### src/rtl/sha2r_pkg.sv
package sha2r_pkg;

  localparam int LANE_W = 32;
  localparam int LANES  = 4;
  localparam int OP_W   = LANE_W * LANES;

  typedef logic [LANE_W-1:0] word_t;

  typedef struct packed {
    word_t a;
    word_t b;
    word_t c;
    word_t d;
    word_t e;
    word_t f;
    word_t g;
    word_t h;
  } st8_t;

  typedef enum logic [1:0] {
    C_IDLE = 2'd0,
    C_RUN  = 2'd1,
    C_HOLD = 2'd2
  } cst_t;

  function automatic word_t rotr(input word_t x, input int n);
    return (x >> n) | (x << (LANE_W - n));
  endfunction

  function automatic word_t f_ch(input word_t x, input word_t y, input word_t z);
    return (x & y) ^ (~x & z);
  endfunction

  function automatic word_t f_maj(input word_t x, input word_t y, input word_t z);
    return (x & y) ^ (x & z) ^ (y & z);
  endfunction

  function automatic word_t big_sig0(input word_t x);
    return rotr(x, 2) ^ rotr(x, 13) ^ rotr(x, 22);
  endfunction

  function automatic word_t big_sig1(input word_t x);
    return rotr(x, 6) ^ rotr(x, 11) ^ rotr(x, 25);
  endfunction

endpackage

### src/rtl/sha2r_round.sv
module sha2r_round
  import sha2r_pkg::*;
(
  input  st8_t  cur,
  input  word_t wk,
  output st8_t  nxt
);

  word_t t_sum;
  word_t a_sum;

  // T and the new A; all sums truncate to the word width
  always_comb begin
    t_sum = f_ch(cur.e, cur.f, cur.g) + big_sig1(cur.e) + wk + cur.h;
    a_sum = t_sum + f_maj(cur.a, cur.b, cur.c) + big_sig0(cur.a);
  end

  always_comb begin
    nxt.a = a_sum;
    nxt.b = cur.a;
    nxt.c = cur.b;
    nxt.d = cur.c;
    nxt.e = t_sum + cur.d;
    nxt.f = cur.e;
    nxt.g = cur.f;
    nxt.h = cur.g;
  end

endmodule

### src/rtl/sha2r_ctrl.sv
module sha2r_ctrl
  import sha2r_pkg::*;
#(
  parameter int ROUNDS = 2,
  parameter int CNT_W  = $clog2(ROUNDS + 1)
) (
  input  logic             clk,
  input  logic             rst_n,
  input  logic             in_valid,
  input  logic             out_ready,
  output logic             in_ready,
  output logic             out_valid,
  output logic             accept,
  output logic             step,
  output logic [CNT_W-1:0] rnd
);

  cst_t             st_q;
  logic [CNT_W-1:0] rnd_q;

  assign in_ready  = (st_q == C_IDLE);
  assign out_valid = (st_q == C_HOLD);
  assign accept    = in_valid && in_ready;
  assign step      = (st_q == C_RUN);
  assign rnd       = rnd_q;

  always_ff @(posedge clk or negedge rst_n) begin
    if (!rst_n) begin
      st_q  <= C_IDLE;
      rnd_q <= '0;
    end else begin
      case (st_q)
        C_IDLE: if (accept) begin
          rnd_q <= CNT_W'(1);
          st_q  <= (ROUNDS == 1) ? C_HOLD : C_RUN;
        end
        C_RUN: begin
          rnd_q <= rnd_q + CNT_W'(1);
          if (rnd_q == CNT_W'(ROUNDS - 1)) st_q <= C_HOLD;
        end
        C_HOLD: if (out_ready) st_q <= C_IDLE;
        default: st_q <= C_IDLE;
      endcase
    end
  end

  // a taken result frees the block on the next cycle
  a_r5_release: assert property (@(posedge clk) disable iff (!rst_n)
    out_valid && out_ready |=> !out_valid && in_ready);

endmodule

### src/rtl/sha256_dual_round.sv
module sha256_dual_round
  import sha2r_pkg::*;
#(
  parameter int ROUNDS = 2
) (
  input  logic           clk,
  input  logic           rst_n,
  input  logic           in_valid,
  output logic           in_ready,
  input  logic [127:0]   in_abef,
  input  logic [127:0]   in_cdgh,
  input  logic [127:0]   in_wk,
  output logic           out_valid,
  input  logic           out_ready,
  output logic [127:0]   out_abef
);

  localparam int CNT_W = $clog2(ROUNDS + 1);

  logic             accept;
  logic             step;
  logic [CNT_W-1:0] rnd;

  st8_t             in_st;
  st8_t             state_q;
  st8_t             rnd_in;
  st8_t             rnd_out;
  word_t            wk_sel;
  logic [OP_W-1:0]  wk_q;

  sha2r_ctrl #(.ROUNDS(ROUNDS), .CNT_W(CNT_W)) u_ctrl (
    .clk       (clk),
    .rst_n     (rst_n),
    .in_valid  (in_valid),
    .out_ready (out_ready),
    .in_ready  (in_ready),
    .out_valid (out_valid),
    .accept    (accept),
    .step      (step),
    .rnd       (rnd)
  );

  // operand lane layout
  always_comb begin
    in_st.a = in_abef[4*LANE_W-1:3*LANE_W];
    in_st.b = in_abef[3*LANE_W-1:2*LANE_W];
    in_st.e = in_abef[2*LANE_W-1:LANE_W];
    in_st.f = in_abef[LANE_W-1:0];
    in_st.c = in_cdgh[4*LANE_W-1:3*LANE_W];
    in_st.d = in_cdgh[3*LANE_W-1:2*LANE_W];
    in_st.g = in_cdgh[2*LANE_W-1:LANE_W];
    in_st.h = in_cdgh[LANE_W-1:0];
  end

  // First round runs straight off the ports; later ones from stored state
  always_comb begin
    rnd_in = accept ? in_st : state_q;
    wk_sel = in_wk[LANE_W-1:0];
    if (!accept) begin
      for (int i = 0; i < LANES; i++) begin
        if (rnd == CNT_W'(i)) wk_sel = wk_q[i*LANE_W +: LANE_W];
      end
    end
  end

  sha2r_round u_round (
    .cur (rnd_in),
    .wk  (wk_sel),
    .nxt (rnd_out)
  );

  always_ff @(posedge clk or negedge rst_n) begin
    if (!rst_n) begin
      state_q <= '0;
      wk_q    <= '0;
    end else begin
      if (accept || step) state_q <= rnd_out;
      if (accept) wk_q <= in_wk;
    end
  end

  // result packing
  assign out_abef = {state_q.a, state_q.b, state_q.e, state_q.f};

  // Cycle counter from acceptance, used only to check latency
  logic [CNT_W-1:0] lat_q;
  always_ff @(posedge clk or negedge rst_n) begin
    if (!rst_n) lat_q <= '0;
    else if (accept) lat_q <= CNT_W'(1);
    else if (!in_ready && !out_valid) lat_q <= lat_q + CNT_W'(1);
  end

  a_r3_latency: assert property (@(posedge clk) disable iff (!rst_n)
    $rose(out_valid) |-> lat_q == CNT_W'(ROUNDS));

  a_r2_busy_after_accept: assert property (@(posedge clk) disable iff (!rst_n)
    accept |=> !in_ready);

  a_r4_hold_result: assert property (@(posedge clk) disable iff (!rst_n)
    out_valid && !out_ready |=> out_valid && $stable(out_abef));

endmodule

### config.mk
export PLATFORM = sky130hd
export DESIGN_NAME = sha256_dual_round
export DESIGN_NICKNAME = d
export VERILOG_FILES = /design/src/rtl/sha2r_pkg.sv /design/src/rtl/sha2r_round.sv /design/src/rtl/sha2r_ctrl.sv /design/src/rtl/sha256_dual_round.sv
export SDC_FILE = /design/constraint.sdc
export NUM_CORES = 1
export LEC_CHECK = 0
export ABC_AREA = 1
export BUFFER_PORTS_ARGS = -buffer_cell sky130_fd_sc_hd__buf_2
export CORE_MARGIN = 3
export CORE_UTILIZATION = 58
export CTS_BUF_LIST = sky130_fd_sc_hd__clkbuf_4 sky130_fd_sc_hd__clkbuf_8 sky130_fd_sc_hd__clkbuf_16
export DETAILED_ROUTE_END_ITERATION = 12
export MAX_ROUTING_LAYER = met4
export PLACE_DENSITY_LB_ADDON = 0.3
export SLEW_MARGIN = 20
export SYNTH_ARGS = -nofsm -noshare
export SYNTH_HDL_FRONTEND = slang
export SYNTH_SLANG_ARGS = --single-unit
### constraint.sdc
create_clock -name clk -period 8.3 [get_ports clk]
set_clock_uncertainty 0.2 [all_clocks]
set_input_delay 1.66 -clock clk [delete_from_list [all_inputs] [get_ports clk]]
set_output_delay 1.66 -clock clk [all_outputs]
set_load 0.01 [all_outputs]
; After elaboration in Yosys (flattened, before gate mapping)
; Cells that the tools add are included.
[word_totals]
mem_bits_ro = 0
inputBits = 388
mem_count = 0
ff_bits = 388
latch_bits = 0
mem_bits_rw = 0
[classes]
div_mod_pow = 0
n_mux = 11
multipliers = 0
magnitude_cmp = 0
shifts = 0
bitwise = 19
reduce_logical = 7
eq_ne = 8
add_sub_neg = 7
[ops]
columns = op, n
row1 = 2-to-1 mux 256 bit, 1
row2 = XOR 32 bit, 7
row3 = adder 32 bit, 6
row4 = AND 32 bit, 5
row5 = 2-to-1 mux 32 bit, 5
row6 = NOT 32 bit, 1
row7 = OR 10 x 32 -> 32 bit, 1
row8 = OR 19 x 32 -> 32 bit, 1
row9 = OR 21 x 32 -> 32 bit, 1
row10 = OR 26 x 32 -> 32 bit, 1
row11 = OR 30 x 32 -> 32 bit, 1
row12 = OR 7 x 32 -> 32 bit, 1
row13 = == test 2 bit (second input constant), 3
row14 = 2-to-1 mux 2 bit, 3
row15 = one-hot mux 2 bit (3 select lines), 1
row16 = == test 2 x 1 -> 1 bit (second input constant), 2
row17 = logical NOT 2 bit, 2
row18 = inequality test 2 x 1 -> 1 bit (second input constant), 2
row19 = one-hot mux 2 bit (2 select lines), 1
row20 = AND reduction 3 bit, 1
row21 = adder 2 x 1 -> 2 bit (second input constant), 1
row22 = inequality test 2 bit (second input constant), 1
row23 = AND reduction 2 bit, 1
row24 = nonzero test 2 bit, 1
row25 = 2 further kinds, 2

; Depth between registers and ports, before layout
[logic_depth]
ltp_word = 11
mapped_depth = 40
mapped_depth_nobuf = 37

; Modules after synthesis
; A second synthesis with hierarchy kept.
[unflattened]
hier_cells = 4078
area_unflattened_um2 = 31796.7
[by_module_without_submodules]
columns = module, cells_each, seq_area_each_um2, area_each_um2, instances
row1 = sha256_dual_round, 2274, 9609.2, 19760.2, 1
row2 = sha2r_round, 1780, 0.0, 11843.9, 1
row3 = sha2r_ctrl, 24, 100.1, 192.7, 1

; Least setup slack after synthesis
; OpenSTA, ideal clock, no wires.
[synth_path]
path_kind = input -> register
startpoint = input port in_valid
endpoint = register state_q, in the netlist out_abef[127]
t_required_ps = 7983
cell_stages = 28
n_path_buf = 3
path_slack_ps = 458
arrival_ps = 7524
path_cell_list = nand2_4 buf_8 buf_8 buf_8 mux2i_4 mux2_2 fa_1 fa_1 ha_1 fa_1 nand3_1 nand2_1 a21oi_1 o21ai_0 a21boi_0 o21ai_0 a21oi_1 xnor2_1 fa_1 ha_1 nand2_1 nor2_1 o21ai_0 o311ai_0 a221oi_1 nand3_1 nand3_1 nand2_1
[synth_via]
elab_chain_len = 10
[synth_lines]
columns = item, line
row1 = from (decl), sha256_dual_round.sv:8  ; input logic in_valid,
row2 = logical AND 1 bit (*), sha2r_ctrl.sv:23  ; assign accept = in_valid && in_ready;
row3 = 2-to-1 mux 256 bit, sha256_dual_round.sv:57  ; rnd_in = accept ? in_st : state_q;
row4 = OR 26 x 32 -> 32 bit (tied with other cells), sha2r_pkg.sv:27  ; return (x >> n) | (x << (LANE_W - n));
row5 = XOR 32 bit / AND 32 bit (equally long branches), "sha2r_pkg.sv:43, sha2r_pkg.sv:31"
row6 = XOR 32 bit (on tied branches), "sha2r_pkg.sv:43, sha2r_pkg.sv:31"
row7 = adder 32 bit (3 in series), sha2r_round.sv:14  ; t_sum = f_ch(cur.e, cur.f, cur.g) + big_sig1(cur.e) + wk + cur.h;
row8 = adder 32 bit (2 in series), sha2r_round.sv:15  ; a_sum = t_sum + f_maj(cur.a, cur.b, cur.c) + big_sig0(cur.a);
row9 = to (signal assigned), sha256_dual_round.sv:77  ; if (accept || step) state_q <= rnd_out;
row10 = to (decl), sha256_dual_round.sv:25  ; st8_t state_q;
; Every way passes the cells marked *; elsewhere a longest branch is shown, timed or not.
; A chain may end at the register's enable or synchronous reset.

; Final worst setup path
; Ends and elaborated chain as after synthesis.

==> flow_metrics.py <==
metrics = {
    "timing": {
        "final-setup-viol-count": 0,
        "slew-limit-headroom": 0.261,
        "finalCritPeriodShare": 0.967,
        "period_needed_ps": 8030,
        "tightest_slew_ps": 1110,
        "slew_viol_final": 0,
        "fmax_mhz": 125,
        "hold_violations": 0,
        "grt_setup_unrepaired": "true",
    },
    "yosys": {
        "yosysWarningCount": 0,
        "synth_area_per_cell_um2": 7.65,
        "seq_area_frac_synth": 0.330,
        "ys_ff_latch": 388,
        "synthArstFlopShare": 1.00,
        "synth-main-ff-cell": "dfrtp_1",
        "syn_nets": 4427,
        "synth_edf_count": 0,
        "syn_area_um2": 29400,
        "synthCells": 3848,
        "yosysUniqueCellTypes": 59,
    },
    "setup_path": {
        "reg2reg_from": "u_ctrl.st_q[1]",
        "r2r_slack_ps": 550,
        "r2r_cells": 29,
        "end_kind": "flip-flop",
        "rr_endpoint": "out_abef[127]",
        "start_kind": "input port",
        "crit_arrival_ps": 8340,
        "path_max_fanout": 21,
        "crit_type": "input port to flip-flop",
        "required_ps": 8610,
    },
    "routing": {
        "vias": 28800,
        "ant_nets": 0,
        "first_iter_violations": 3453,
        "drc": 0,
        "via_per_inst": 5.75,
        "wl_per_cell_um": 22.8,
        "first_pass_iters": 6,
        "wirelength_um": 114000,
    },
    "global_route": {
        "grt_max_degree": 177,
        "grt_pass1_wl_um": 169000,
        "antenna_found_initial": 6,
        "grt_pass1_vias": 27200,
        "overflow": 0,
        "grt_usage": 0.433,
    },
    "min_path": {
        "hold_start": "wk_q[47]",
        "whs_endpoint": "wk_q[47]",
        "min-delay-path-class": "flip-flop to flip-flop",
        "holdPathStages": 2,
    },
    "cts": {
        "clkSlewWorstSetupHoldPaths_ps": 60,
        "clock_latency_ps": 620,
        "cts.sinks": 388,
        "cts_htree_levels": 2,
        "cts_root_buffer": "clkbuf_16",
        "cts_tree": "yes",
        "clockBufferDepth": 3,
        "cts_made_buffers": 44,
    },
    "floorplanning": {
        "die_height_um": 231,
        "die_width_um": 231,
        "start_util": 0.594,
        "ios": 518,
        "rows": 81,
        "die-area_um2": 53500,
        "core_um2": 49600,
    },
    "placement": {
        "gp_congestion": 1.10,
        "dpl_cell_area_um2": 32600,
        "io_buffers": 517,
        "hpwl_um": 90700,
        "dp_cells": 4923,
    },
    "finish": {
        "postLayoutCellArea_um2": 34200,
        "layout_commonest_cell": "nand2_1",
        "finalNetCount": 4884,
        "final_cell_mix": "nand2_1, buf_2, o21ai_0, inv_1, dfrtp_1",
        "syn_to_final_growth_pct": 16.2,
        "layout.cells.non_filler": 5006,
        "fill_cells": 4219,
        "drive_above_1_share": 0.208,
    },
    "run": {
        "drv_cap": 0,
    },
    "outcome": {
        "status": "complete, no violations",
    },
}
critical path, stage by stage:
cell and delay (ps):
buf_2 130, nand2_8 150, buf_12 250, mux2i_4 280, mux2_2 370, fa_1 510
inv_1 50, fa_1 480, inv_1 40, ha_1 340, nand3_1 100, nand2_1 130
a21oi_1 100, o21ai_1 220, a21oi_1 160, o31ai_1 350, xor2_2 480, fa_1 510
ha_1 320, a21oi_1 220, o21ai_0 120, a21oi_1 120, o21ai_0 190, buf_4 210
a221oi_1 480, nand3_1 160, nand3_1 110, nand2_1 70
layer usage:
| layer | routed length, um | share of wire | track usage |
|---|---|---|---|
| met4 | 5290 | 0.046 | 0.169 |
| met3 | 13500 | 0.12 | 0.0831 |
| met1 | 46600 | 0.41 | 0.603 |
| met2 | 48700 | 0.43 | 0.627 |
| met5 | 0 | 0 | - |
sequential cells by signal, indices dropped and copies added, names as in the netlist:
signal	cells
state_q	128
wk_q	128
out_abef	128
u_ctrl.st_q	2
u_ctrl.rnd	2
how the worst max path moves through the flow:
stage | from | to | slack, ps | depth (start not counted)
floorplan | in_valid | out_abef[127] | 460 | 28
global placement | in_valid | out_abef[127] | -330 | 28
detailed placement | in_valid | out_abef[127] | -360 | 28
CTS | in_valid | out_abef[127] | 250 | 28
global route | in_valid | out_abef[127] | -120 | 29
finish | in_valid | out_abef[127] | 270 | 28
repair_timing:
| item | CTS | global route |
|---|---|---|
| buffers inserted | 0 | 0 |
| hold buffers | 0 | 0 |
| gates resized for setup | 0 | 4 |
| endpoints found under the setup margin | 0 | 7 |
logic make-up (layout without fill, tap and decap cells):
kind of cell             after synthesis  after routing  synth area share
AO/OA/AOI/OAI                        791            791             0.149
XOR/XNOR                             177            177            0.0527
adder cells (fa/ha/maj)              204            204             0.110
buffers and inverters                688           1177             0.111
flip-flops                           388            388             0.330
multiplexers                          95             95            0.0440
other                                  0              5                 0
AND/OR/NAND/NOR                     1505           1505             0.203
synthesized netlist by cell type (25+ instances only):
library cell     n  area (um^2)
a21oi_1        138          691
buf_2           47          235
buf_4          145         1090
clkbuf_1        80          300
dfrtp_1        388         9710
fa_1            95         1900
ha_1            96         1200
inv_1          393         1480
mux2i_1         47          470
mux2i_4         25          563
nand2_1       1223         4590
nand3_1        101          505
nor2_1         108          405
o21ai_0        495         2480
xnor2_1         63          552
xor2_1         114          998
final cells by class:
type / instances / area (um^2) / share of cell area
Antenna cell: 5 / 12.5 / 0.000366
Clock buffer: 65 / 1350 / 0.0394
Clock inverter: 13 / 175 / 0.00512
Inverter: 397 / 1500 / 0.0440
Multi-Input combinational cell: 2772 / 16500 / 0.482
Sequential cell: 388 / 9710 / 0.284
Tap cell: 664 / 831 / 0.0243
Timing Repair Buffer: 702 / 4140 / 0.121
metrics by stage:
step,utilization,worst slack (ps),hold WS (ps),setup TNS [ps]
detailed placement,0.658,-360,260,-1810
floorplan,-,458,244,0
global placement,0.658,-331,257,-1420
CTS,0.689,250,276,0
global route,0.690,-123,291,-123
finish,0.690,270,274,0
Power is not shown: default switching activity piles up to over one toggle a cycle in this logic, so the estimate is an artifact.
